`src/rtl/ide_pio_pkg.sv`:
```
package ide_pio_pkg;
  typedef enum logic [2:0] {
    PH_IDLE,
    PH_ADDR,
    PH_DRIVE,
    PH_STROBE,
    PH_HOLD
  } phase_e;

  localparam logic [2:0] REG_DATA    = 3'd0;
  localparam logic [2:0] REG_ERRFEAT = 3'd1;
  localparam logic [2:0] REG_COUNT   = 3'd2;
  localparam logic [2:0] REG_LBA_LO  = 3'd3;
  localparam logic [2:0] REG_LBA_MID = 3'd4;
  localparam logic [2:0] REG_LBA_HI  = 3'd5;
  localparam logic [2:0] REG_DEVHEAD = 3'd6;
  localparam logic [2:0] REG_STATCMD = 3'd7;
endpackage

```
`src/rtl/ide_phase_timer.sv`:
```
module ide_phase_timer #(
  parameter int CNT_W = 3
) (
  input  logic             clk_i,
  input  logic             rst_ni,
  input  logic             run_i,
  input  logic [CNT_W-1:0] len_i,
  output logic             last_o
);
  logic [CNT_W-1:0] cnt_q;

  assign last_o = run_i && (cnt_q == len_i - CNT_W'(1));

  always_ff @(posedge clk_i or negedge rst_ni) begin
    if (!rst_ni)                 cnt_q <= '0;
    else if (!run_i || last_o)   cnt_q <= '0;
    else                         cnt_q <= cnt_q + CNT_W'(1);
  end


  idle_count_chk: assert property (@(posedge clk_i) disable iff (!rst_ni)
    !run_i |=> cnt_q == '0);
endmodule

```
`src/rtl/ide_pio_seq.sv`:
```
module ide_pio_seq
  import ide_pio_pkg::*;
#(
  parameter int SETUP_CYC  = 2,
  parameter int STROBE_CYC = 3,
  parameter int HOLD_CYC   = 2,
  parameter int CNT_W      = 3
) (
  input  logic       clk_i,
  input  logic       rst_ni,
  input  logic       start_i,
  input  logic       we_i,
  input  logic [2:0] addr_i,
  input  logic [7:0] wdata_i,
  output phase_e     phase_o,
  output logic       we_o,
  output logic [2:0] addr_o,
  output logic [7:0] wdata_o,
  output logic       sample_o,
  output logic       done_o,
  output logic       busy_o
);
  phase_e           phase_q, phase_d;
  logic             we_q;
  logic [2:0]       addr_q;
  logic [7:0]       wdata_q;
  logic             done_q;
  logic             last;
  logic [CNT_W-1:0] len;
  logic             accept;

  assign accept = (phase_q == PH_IDLE) && start_i;

  always_comb begin
    unique case (phase_q)
      PH_STROBE: len = CNT_W'(STROBE_CYC);
      PH_HOLD:   len = CNT_W'(HOLD_CYC);
      default:   len = CNT_W'(SETUP_CYC);
    endcase
  end

  ide_phase_timer #(.CNT_W(CNT_W)) i_timer (
    .clk_i  (clk_i),
    .rst_ni (rst_ni),
    .run_i  (phase_q != PH_IDLE),
    .len_i  (len),
    .last_o (last)
  );

  always_comb begin
    phase_d = phase_q;
    unique case (phase_q)
      PH_IDLE:   if (start_i) phase_d = PH_ADDR;
      PH_ADDR:   if (last)    phase_d = we_q ? PH_DRIVE : PH_STROBE;
      PH_DRIVE:  if (last)    phase_d = PH_STROBE;
      PH_STROBE: if (last)    phase_d = PH_HOLD;
      PH_HOLD:   if (last)    phase_d = PH_IDLE;
      default:                phase_d = PH_IDLE;
    endcase
  end

  always_ff @(posedge clk_i or negedge rst_ni) begin
    if (!rst_ni) begin
      phase_q <= PH_IDLE;
      we_q    <= 1'b0;
      addr_q  <= '0;
      wdata_q <= '0;
      done_q  <= 1'b0;
    end else begin
      phase_q <= phase_d;
      done_q  <= (phase_q == PH_HOLD) && last;
      if (accept) begin
        we_q    <= we_i;
        addr_q  <= addr_i;
        wdata_q <= wdata_i;
      end
    end
  end

  assign phase_o  = phase_q;
  assign we_o     = we_q;
  assign addr_o   = addr_q;
  assign wdata_o  = wdata_q;
  assign sample_o = (phase_q == PH_STROBE) && last && !we_q;
  assign done_o   = done_q;
  assign busy_o   = phase_q != PH_IDLE;


  start_ignored_chk: assert property (@(posedge clk_i) disable iff (!rst_ni)
    busy_o && start_i |=> $stable(addr_q) && $stable(we_q) && $stable(wdata_q));


  done_pulse_chk: assert property (@(posedge clk_i) disable iff (!rst_ni)
    done_o |=> !done_o);


  done_idle_chk: assert property (@(posedge clk_i) disable iff (!rst_ni)
    done_o |-> !busy_o && $past(busy_o));
endmodule

```
`src/rtl/ide_pio_pins.sv`:
```
module ide_pio_pins
  import ide_pio_pkg::*;
(
  input  logic       clk_i,
  input  logic       rst_ni,
  input  phase_e     phase_i,
  input  logic       we_i,
  input  logic [2:0] addr_i,
  input  logic [7:0] wdata_i,
  input  logic       sample_i,
  input  logic [7:0] ide_d_i,
  output logic [7:0] rdata_o,
  output logic [7:0] ide_d_o,
  output logic       ide_d_oe_o,
  output logic [2:0] ide_a_o,
  output logic       ide_cs0_no,
  output logic       ide_rd_no,
  output logic       ide_wr_no,
  output logic       ide_rst_no
);
  logic [7:0] rdata_q;

  always_ff @(posedge clk_i or negedge rst_ni) begin
    if (!rst_ni)       rdata_q <= '0;
    else if (sample_i) rdata_q <= ide_d_i;
  end

  assign rdata_o    = rdata_q;
  assign ide_a_o    = addr_i;
  assign ide_d_o    = wdata_i;
  assign ide_cs0_no = (phase_i == PH_IDLE);
  assign ide_rd_no  = !((phase_i == PH_STROBE) && !we_i);
  assign ide_wr_no  = !((phase_i == PH_STROBE) && we_i);
  // bus stays driven through the hold phase, released with chip select
  assign ide_d_oe_o = we_i && (phase_i inside {PH_DRIVE, PH_STROBE, PH_HOLD});
  assign ide_rst_no = 1'b1;


  strobe_excl_chk: assert property (@(posedge clk_i) disable iff (!rst_ni)
    ide_rd_no || ide_wr_no);


  strobe_cs_chk: assert property (@(posedge clk_i) disable iff (!rst_ni)
    (!ide_rd_no || !ide_wr_no) |-> !ide_cs0_no);


  data_first_chk: assert property (@(posedge clk_i) disable iff (!rst_ni)
    $fell(ide_wr_no) |-> $past(ide_d_oe_o));


  wr_oe_chk: assert property (@(posedge clk_i) disable iff (!rst_ni)
    !ide_wr_no |-> ide_d_oe_o);


  release_chk: assert property (@(posedge clk_i) disable iff (!rst_ni)
    $rose(ide_cs0_no) |-> !ide_d_oe_o && $past(ide_wr_no && ide_rd_no));


  read_in_chk: assert property (@(posedge clk_i) disable iff (!rst_ni)
    !ide_rd_no |-> !ide_d_oe_o);


  idle_oe_chk: assert property (@(posedge clk_i) disable iff (!rst_ni)
    ide_cs0_no |-> !ide_d_oe_o);
endmodule

```
`src/rtl/ide_pio_engine.sv`:
```
module ide_pio_engine
  import ide_pio_pkg::*;
#(
  parameter int SETUP_CYC  = 2,
  parameter int STROBE_CYC = 3,
  parameter int HOLD_CYC   = 2
) (
  input  logic       clk_i,
  input  logic       rst_ni,
  input  logic       start_i,
  input  logic       we_i,
  input  logic [2:0] addr_i,
  input  logic [7:0] wdata_i,
  output logic [7:0] rdata_o,
  output logic       done_o,
  output logic       busy_o,
  input  logic [7:0] ide_d_i,
  output logic [7:0] ide_d_o,
  output logic       ide_d_oe_o,
  output logic [2:0] ide_a_o,
  output logic       ide_cs0_no,
  output logic       ide_rd_no,
  output logic       ide_wr_no,
  output logic       ide_rst_no
);
  localparam int MAX_A   = (SETUP_CYC > STROBE_CYC) ? SETUP_CYC : STROBE_CYC;
  localparam int MAX_CYC = (MAX_A > HOLD_CYC) ? MAX_A : HOLD_CYC;
  localparam int CNT_W   = $clog2(MAX_CYC + 1);

  phase_e     phase;
  logic       we_q;
  logic [2:0] addr_q;
  logic [7:0] wdata_q;
  logic       sample;

  initial begin
    if (SETUP_CYC < 1 || STROBE_CYC < 1 || HOLD_CYC < 1)
      $error("phase lengths must be at least one cycle");
  end

  ide_pio_seq #(
    .SETUP_CYC  (SETUP_CYC),
    .STROBE_CYC (STROBE_CYC),
    .HOLD_CYC   (HOLD_CYC),
    .CNT_W      (CNT_W)
  ) i_seq (
    .clk_i    (clk_i),
    .rst_ni   (rst_ni),
    .start_i  (start_i),
    .we_i     (we_i),
    .addr_i   (addr_i),
    .wdata_i  (wdata_i),
    .phase_o  (phase),
    .we_o     (we_q),
    .addr_o   (addr_q),
    .wdata_o  (wdata_q),
    .sample_o (sample),
    .done_o   (done_o),
    .busy_o   (busy_o)
  );

  ide_pio_pins i_pins (
    .clk_i      (clk_i),
    .rst_ni     (rst_ni),
    .phase_i    (phase),
    .we_i       (we_q),
    .addr_i     (addr_q),
    .wdata_i    (wdata_q),
    .sample_i   (sample),
    .ide_d_i    (ide_d_i),
    .rdata_o    (rdata_o),
    .ide_d_o    (ide_d_o),
    .ide_d_oe_o (ide_d_oe_o),
    .ide_a_o    (ide_a_o),
    .ide_cs0_no (ide_cs0_no),
    .ide_rd_no  (ide_rd_no),
    .ide_wr_no  (ide_wr_no),
    .ide_rst_no (ide_rst_no)
  );
endmodule

```
`config.mk`:
```
export PLATFORM = sky130hd
export DESIGN_NAME = ide_pio_engine
export DESIGN_NICKNAME = d
export VERILOG_FILES = /design/src/rtl/ide_pio_pkg.sv /design/src/rtl/ide_phase_timer.sv /design/src/rtl/ide_pio_seq.sv /design/src/rtl/ide_pio_pins.sv /design/src/rtl/ide_pio_engine.sv
export SDC_FILE = /design/constraint.sdc
export NUM_CORES = 1
export LEC_CHECK = 0
export ABC_AREA = 1
export BUFFER_PORTS_ARGS = -buffer_cell sky130_fd_sc_hd__buf_2
export CAP_MARGIN = 20
export CELL_PAD_IN_SITES_DETAIL_PLACEMENT = 0
export CELL_PAD_IN_SITES_GLOBAL_PLACEMENT = 1
export CORE_ASPECT_RATIO = 0.7
export CORE_MARGIN = 5
export CORE_UTILIZATION = 34
export DETAILED_ROUTE_END_ITERATION = 10
export GPL_TIMING_DRIVEN = 1
export PLACE_DENSITY = 0.8
export SYNTH_ARGS = -nofsm -noshare
export SYNTH_HDL_FRONTEND = slang
export SYNTH_SLANG_ARGS = --single-unit
```
`constraint.sdc`:
```
create_clock -name clk_i -period 1.6 [get_ports clk_i]
set_input_delay 0.08 -clock clk_i [delete_from_list [all_inputs] [get_ports clk_i]]
set_output_delay 0.08 -clock clk_i [all_outputs]
set_load 0.005 [all_outputs]
```
==> flow_summary.json, run 1 <==
{
  "rsz0062_at_grt": "no",
  "avgViaCountPerCell": 4.48,
  "critPathCaptureType": "output port",
  "diodes": 0,
  "netlist_instances": 136,
  "synth_fa_ha_area_frac": 0,
  "powerDensity_nw_per_um2": 1830,
  "drive_gt1_frac": 0.383,
  "num_rows": 18,
  "tns_ns": 0,
  "synthSimpleGateAreaFrac": 0.281,
  "final-hold-violation-count": 0,
  "grt_max_degree": 27,
  "tightest_slew_ns": 0.571,
  "antenna_found_initial": 0,
  "ys_seq_area_frac": 0.542,
  "ys_top_cells_by_count": "nand2_1 (40), dfrtp_1 (26), inv_1 (15), nand3_1 (15), o21ai_2 (8)",
  "final_nets": 208,
  "drc": 0,
  "synth_top_cell_by_area": "dfrtp_1",
  "yosys_register_bits": 26,
  "max_freq_mhz": 674,
  "period_minus_slack_ns": 1.48,
  "p_total_w": 0.00279,
  "p_leak_nw": 0.851,
  "area_growth_pct": 26.8,
  "cts_htree_levels": 1,
  "drt_iter0_markers": 30,
  "vias": 1043,
  "status": "completed",
  "die_x_microns": 81.0,
  "drv_slew": 0,
  "worstPathArrival_ns": 1.40,
  "clkSlewWorstSetupHoldPaths_ns": 0.08,
  "start_kind": "flip-flop",
  "synth_area_per_cell_sq_um": 8.83,
  "cts_setup_buffers": 0,
  "io_pins": 49,
  "relSlewSlack": 0.620,
  "grt_pass1_wl_microns": 4520,
  "yosysWarnings": 0,
  "clockBufferDepth": 2,
  "die_y_microns": 59.7,
  "max-vdd-ir-drop_mv": 0.718,
  "routedWlPerCell_microns": 11.1,
  "syn-num-nets": 159,
  "synth_edf_count": 0,
  "cap_viol_max_count": 0,
  "synth_top_cell_area_share": 0.542,
  "cts_buffers": 3,
  "tritoncts": "built",
  "async_reset_ff_frac": 1.00,
  "insertion_delay_ns": 0.26,
  "hp-class": "input port to flip-flop",
  "start_util": 0.346,
  "portBuffers": 47,
  "place_congestion": 0.878,
  "synth_flop_cell": "dfrtp_1",
  "track_usage": 0.121,
  "cp.required_ns": 1.52,
  "timing.reg2reg.setup_slack_ns": 0.20,
  "period_share": 0.927,
  "critical_path_class": "flip-flop to output port",
  "path_max_fanout": 12,
  "fillers": 375,
  "drt_wl_total_microns": 2600,
  "grt_overflow": 0,
  "dieArea_sq_um": 4840,
  "clock_sinks": 26,
  "yosys-top-cells-area": "dfrtp_1 (54%), nand2_1 (13%), nand3_1 (6.3%), o21ai_2 (5.8%), inv_1 (4.7%)",
  "core_sq_um": 3470,
  "setup_violations": 0,
  "detailed_place_hpwl_microns": 2030,
  "drt_first_pass_iters": 5,
  "ant_nets": 0,
  "clock-skew-final_ns": 0.00299,
  "cts_root_buffer": "clkbuf_8",
  "synth-compound-area-share": 0.0875,
  "synth_top_family_by_area": "simple AND/OR/NAND/NOR gates",
  "yosysMostFrequentCell": "nand2_1",
  "syn_area_sq_um": 1200,
  "grt_pass1_vias": 1041,
  "synth-xor-area-share": 0,
  "yosysUniqueCellTypes": 23,
  "synthMuxAreaShare": 0
}
[per-layer routing]
layer  GRT usage  part of all wire  vias up
met5           0                 0        -
met4      0.0313             0.011        0
met3      0.0467             0.094        4
met2       0.200              0.47       40
met1       0.148              0.43      477
li1            -                 -      522
[report_power, final]
| part | switching [W] | internal (W) |
|---|---|---|
| sequential | 0.000212 | 0.000959 |
| clock | 0.000186 | 0.000168 |
| combinational | 0.000722 | 0.000544 |
| total | 0.00112 | 0.00167 |
[critical path, stage by stage (launching register included)]
cell,delay (ns)
dfrtp_1,0.47
nor2_2,0.21
nand2_4,0.09
inv_2,0.07
buf_4,0.17
buf_2,0.13
[path summary, 6_finish.rpt]
path                                   from               end  cells after the start
max in group asynchronous            rst_ni  i_seq.wdata_o[7]                      2
hold / removal                   wdata_i[1]  i_seq.wdata_o[1]                      3
setup / recovery           i_seq.phase_o[1]        ide_cs0_no                      5
setup reg to reg           i_seq.phase_o[1]  i_seq.phase_o[0]                      9
min in group asynchronous            rst_ni   i_seq.addr_o[2]                      2
hold reg to reg             i_seq.addr_o[2]   i_seq.addr_o[2]                      2
[registers in the layout (all words and copies together) (netlist names)]
name,flops
i_seq.done_o,1
i_seq.wdata_o,8
i_pins.rdata_o,8
i_seq.i_timer.cnt_q,2
i_seq.phase_o,3
i_seq.addr_o,3
i_seq.we_o,1
[metrics by stage]
stage	util	hold WS (ns)	cells	cell area, sq um	worst slack [ns]
2_1_floorplan	-	-0.216	136	1200	0.411
6_report	0.439	0.0440	233	1520	0.117
3_5_place_dp	0.424	0.119	229	1470	0.206
5_1_grt	0.439	0.0499	233	1520	0.0275
3_3_place_gp	0.424	0.109	229	1470	0.192
4_1_cts	0.439	0.0416	233	1520	0.111
[logic make-up after synthesis]
family	count (synthesis)
AOI/OAI and AO/OA	15
other	1
DFF	26
and+or+nand+nor	71
buffers and inverters	23
[placed cells by master, fill, tap and decap left out, types with 2 or more instances in the layout]
cell type  count
inv_1         15
dfrtp_1       26
buf_2         47
o21ai_2        8
o21ai_0        3
clkbuf_8       3
nand2_1       40
nand2_2        3
inv_2          2
nand4_1        3
nor2_1         4
a21oi_1        4
nand3_1       15
[what timing repair did]
item | in CTS | in global routing
endpoints found under the hold margin | 26 | 0
hold buffers | 1 | 0
resized for setup | 0 | 0
setup endpoints to repair | 0 | 0
[cell type report]
type / count / area, sq um / area share
Sequential cell: 26 / 651 / 0.427
Inverter: 18 / 68.8 / 0.0452
Tap cell: 50 / 62.6 / 0.0411
Multi-Input combinational cell: 87 / 447 / 0.293
Timing Repair Buffer: 49 / 253 / 0.166
Clock buffer: 3 / 41.3 / 0.0271
(Power assumes the default switching activity.)
==> inputs of run 2 (changes only) <==
==> constraint.sdc (replaced) <==
create_clock -name clk_i -period 1.6 [get_ports clk_i]
set_input_delay 0.32 -clock clk_i [delete_from_list [all_inputs] [get_ports clk_i]]
set_output_delay 0.32 -clock clk_i [all_outputs]
set_load 0.005 [all_outputs]
==> flow_summary.json, run 2 (synthesis gave the netlist of run 1 again) <==
{
  "critPathCaptureType": "output port",
  "clock-skew-final_ns": 0.00333,
  "die_y_microns": 59.7,
  "cts_root_buffer": "clkbuf_8",
  "cts_buffers": 3,
  "cp.required_ns": 1.28,
  "path_cells": "inv_2 -> nand2_4 -> nor2_4 -> a21oi_2 -> nor2_1 -> buf_2",
  "insertion_delay_ns": 0.27,
  "critical_path_class": "flip-flop to output port",
  "avgViaCountPerCell": 4.56,
  "ant_nets": 0,
  "num_rows": 18,
  "routedWlPerCell_microns": 12.3,
  "final_nets": 216,
  "rsz0062_at_grt": "yes",
  "drive_gt1_frac": 0.448,
  "grt_overflow": 0,
  "fillers": 362,
  "final-hold-violation-count": 0,
  "tritoncts": "built",
  "combinationalPowerShare": 0.497,
  "worstPathArrival_ns": 1.25,
  "start_util": 0.346,
  "clockBufferDepth": 2,
  "dieArea_sq_um": 4840,
  "grt_pass1_vias": 1021,
  "cts_hold_buffers": 0,
  "setup_violations": 0,
  "seqPwrFrac": 0.367,
  "io_pins": 49,
  "max-vdd-ir-drop_mv": 0.767,
  "layout.cells.most_common": "buf_2",
  "worst_slack_ns": 0.0273,
  "p_leak_nw": 0.902,
  "drv_slew": 0,
  "detailed_place_hpwl_microns": 2100,
  "path_max_fanout": 5,
  "status": "completed",
  "diodes": 0,
  "antenna_found_initial": 0,
  "place_ws_ns": 0.198,
  "relSlewSlack": 0.618,
  "timing.reg2reg.setup_slack_ns": 0.15,
  "grt_max_degree": 27,
  "track_usage": 0.124,
  "place_congestion": 0.917,
  "intPower_w": 0.00189,
  "max_stage_delay_ns": 0.45,
  "period_minus_slack_ns": 1.57,
  "drt_first_pass_iters": 4,
  "cap_viol_max_count": 0,
  "core_sq_um": 3470,
  "period_share": 0.983,
  "die_x_microns": 81.0,
  "mostFrequentLayoutCells": "buf_2 (46), nand2_1 (39), dfrtp_1 (25)",
  "post-route-util": 0.470,
  "drc": 0,
  "portBuffers": 47,
  "drt_iter0_markers": 76,
  "vias": 1103,
  "start_kind": "flip-flop",
  "tightest_slew_ns": 0.573,
  "p_sw_w": 0.00128,
  "hp-class": "input port to asynchronous set/reset pin",
  "powerDensity_nw_per_um2": 1940,
  "max_freq_mhz": 636,
  "clkSlewWorstSetupHoldPaths_ns": 0.09,
  "drt_wl_total_microns": 2970,
  "clock_sinks": 26,
  "switching_share": 0.404,
  "cts_htree_levels": 1,
  "area_growth_pct": 35.8,
  "grt_pass1_wl_microns": 4550,
  "p_clk_frac": 0.136,
  "slowest_stage": "dfrtp_2",
  "p_total_w": 0.00317
}
[run 2: changes by cell type in the layout (fill, tap and decap cells not counted), sizes merged]
cell,change
buf,+9
dlygate4sd3,-1
clkbuf,+1
inv,+1
clkinv,-1
[run 2: power groups by stage]
stage	logic [W]	registers [W]	clock network, W
after floorplan	0.000790	0.00118	0
after global placement	0.00127	0.00116	0
after detailed placement	0.00131	0.00118	0
after CTS	0.00136	0.00116	0.000448
after global routing	0.00176	0.00120	0.000472
final	0.00157	0.00116	0.000431
[run 2: metal layers]
layer,GRT usage,wire length (microns),part of all wire
met4,0.0386,33,0.011
met5,0,0,0
met1,0.149,1220,0.41
met2,0.204,1420,0.48
met3,0.0527,297,0.10
[run 2: final cells by class]
cell class                      instances  area [sq um]  share of cell area
Sequential cell                        26           652               0.400
Multi-Input combinational cell         87           470               0.288
Timing Repair Buffer                   57           317               0.194
Inverter                               18          75.1              0.0460
Tap cell                               50          62.6              0.0383
Clock buffer                            4          55.1              0.0337
[run 2: final timing paths]
kind | end | cells after the start | from
worst max-delay path | ide_d_oe_o | 6 | i_seq.phase_o[1]
min in group clk_i | i_seq.wdata_o[3] | 3 | wdata_i[3]
worst min-delay path | i_seq.phase_o[0] | 1 | rst_ni
max in group asynchronous | i_seq.phase_o[1] | 1 | rst_ni
worst max register to register | i_pins.rdata_o[2] | 7 | i_seq.phase_o[1]
worst min register to register | i_seq.addr_o[0] | 2 | i_seq.addr_o[0]
[run 2: critical path, delay by kind of cell, from the launching register on]
| kind | cells | cell delay, ns |
|---|---|---|
| DFF | 1 | 0.45 |
| buffers and inverters | 2 | 0.21 |
| AOI/OAI and AO/OA | 1 | 0.04 |
| and+or+nand+nor | 3 | 0.28 |
[run 2: stage by stage]
stage | cells | setup TNS (ns) | hold WS (ns) | cell area [sq um]
finish | 242 | 0 | 0.0313 | 1630
global route | 242 | -0.0901 | 0.0783 | 1630
CTS | 235 | 0 | 0.0481 | 1550
detailed placement | 229 | 0 | 0.357 | 1470
global placement | 229 | 0 | 0.346 | 1470
floorplan | 136 | 0 | 0.0244 | 1200
[run 2: repair_timing]
action / in CTS / in global routing
pin swaps: 0 / 4
setup endpoints to repair: 1 / 4
gates resized for setup: 2 / 11
buffers inserted: 2 / 7
==> inputs of run 3 (changes only) <==
CORE_UTILIZATION = 36   (was 34)
PLACE_DENSITY = 0.84   (was 0.8)
clock period = 1.9 ns   (was 1.6 ns; I/O delays follow)
==> flow_summary.json, run 3 (synthesis gave the netlist of run 1 again) <==
{
  "dieArea_sq_um": 4610,
  "grt_pass1_vias": 994,
  "cap_viol_max_count": 0,
  "antenna_found_initial": 0,
  "p_leak_nw": 0.849,
  "routedWlPerCell_microns": 12.1,
  "busiest_layer": "met2",
  "period_share": 0.907,
  "path_max_fanout": 13,
  "drt_wl_total_microns": 2650,
  "tns_ns": 0,
  "max-vdd-ir-drop_mv": 0.652,
  "grt_use_met3": 0.0596,
  "final-hold-violation-count": 0,
  "grt_pass1_wl_microns": 4570,
  "die_x_microns": 79.0,
  "cts_setup_buffers": 0,
  "drive_gt1_frac": 0.385,
  "vias": 1018,
  "detailed_place_hpwl_microns": 2060,
  "slowest_stage": "dfrtp_1",
  "period_minus_slack_ns": 1.72,
  "drt_iter0_markers": 47,
  "status": "completed",
  "post-route-util": 0.475,
  "area_growth_pct": 25.2,
  "path_cells": "nor2_2 -> nand2_4 -> inv_2 -> buf_2",
  "gr-usage-met2": 0.188,
  "setup_violations": 0,
  "worstPathArrival_ns": 1.34,
  "final_nets": 206,
  "portBuffers": 47,
  "cts_buffers": 3,
  "cts_htree_levels": 1,
  "grt_max_degree": 27,
  "cts_hold_buffers": 0,
  "met1_usage": 0.163,
  "start_kind": "flip-flop",
  "relSlewSlack": 0.618,
  "core_sq_um": 3170,
  "tritoncts": "built",
  "ant_nets": 0,
  "cp.required_ns": 1.52,
  "clockBufferDepth": 2,
  "place_congestion": 0.851,
  "tightest_slew_ns": 0.573,
  "rsz0062_at_grt": "no",
  "cts_resized": 0,
  "cts_root_buffer": "clkbuf_8",
  "mostFrequentLayoutCells": "buf_2 (47), nand2_1 (40), dfrtp_1 (26)",
  "insertion_delay_ns": 0.27,
  "clkSlewWorstSetupHoldPaths_ns": 0.09,
  "critical_path_class": "flip-flop to output port",
  "drc": 0,
  "critPathCaptureType": "output port",
  "num_rows": 17,
  "avgViaCountPerCell": 4.63,
  "clock_sinks": 26,
  "start_util": 0.379,
  "drt_first_pass_iters": 4,
  "die_y_microns": 58.3,
  "drv_slew": 0,
  "grt_overflow": 0,
  "hp-class": "input port to asynchronous set/reset pin",
  "max_freq_mhz": 580,
  "track_usage": 0.126,
  "clock-skew-final_ns": 0.00380,
  "layout.cells.most_common": "buf_2",
  "powerDensity_nw_per_um2": 1590,
  "io_pins": 49,
  "diodes": 0,
  "max_stage_delay_ns": 0.47
}
==> run 3: cell types whose count changed in the layout (fill, tap and decap cells not counted), sizes merged <==
cell | before | now
inv | 18 | 17
buf | 57 | 47
clkinv | 0 | 1
==> run 3: final timing paths <==
| check | endpoint | slack [ns] | from | cells past startpoint |
|---|---|---|---|---|
| min reg2reg | i_seq.addr_o[1] | 0.47 | i_seq.addr_o[1] | 2 |
| max reg2reg | i_seq.phase_o[1] | 0.38 | i_seq.phase_o[1] | 9 |
| min in group clk_i | i_seq.addr_o[2] | 0.34 | addr_i[2] | 3 |
| min | i_seq.phase_o[1] | 0.09 | rst_ni | 1 |
| max in group asynchronous | i_seq.done_o | 1.42 | rst_ni | 1 |
| max | ide_cs0_no | 0.18 | i_seq.phase_o[1] | 4 |
==> run 3: report_power, final <==
group,total [W],switching (W),internal (W)
Clock,0.000353,0.000168,0.000185
Sequential,0.000981,0.000174,0.000807
Combinational,0.00105,0.000614,0.000439
==> run 3: metal layers <==
layer / vias to the layer above / routed length (microns) / part of all wire
met5: - / 0 / 0
li1: 519 / - / -
met3: 4 / 294 / 0.11
met2: 40 / 1130 / 0.42
met4: 0 / 25 / 0.0094
met1: 455 / 1200 / 0.45
==> run 3: per-stage QoR <==
step / power [W] / hold WS (ns) / cells / setup slack, ns / cell area (sq um)
2_1_floorplan: 0.00166 / 0.0844 / 136 / 0.588 / 1200
3_3_place_gp: 0.00203 / 0.406 / 216 / 0.449 / 1450
3_5_place_dp: 0.00206 / 0.416 / 216 / 0.396 / 1450
4_1_cts: 0.00243 / 0.106 / 220 / 0.174 / 1500
5_1_grt: 0.00261 / 0.133 / 220 / 0.0611 / 1500
6_report: 0.00239 / 0.0926 / 220 / 0.176 / 1500
==> run 3: area by class of cell <==
| type | count | area, sq um |
|---|---|---|
| fill | 307 | 1670 |
| sequential | 26 | 651 |
| multi-input combinational | 87 | 447 |
| timing repair buffer | 47 | 235 |
| inverter | 18 | 68.8 |
| clock buffer | 4 | 55.1 |
| tap | 38 | 47.5 |
==> run 3: critical path: cells and delay by family (launching register included) <==
| family | cells | cell delay [ns] |
|---|---|---|
| buffers and inverters | 2 | 0.32 |
| flip-flops | 1 | 0.47 |
| AND/OR/NAND/NOR | 2 | 0.29 |
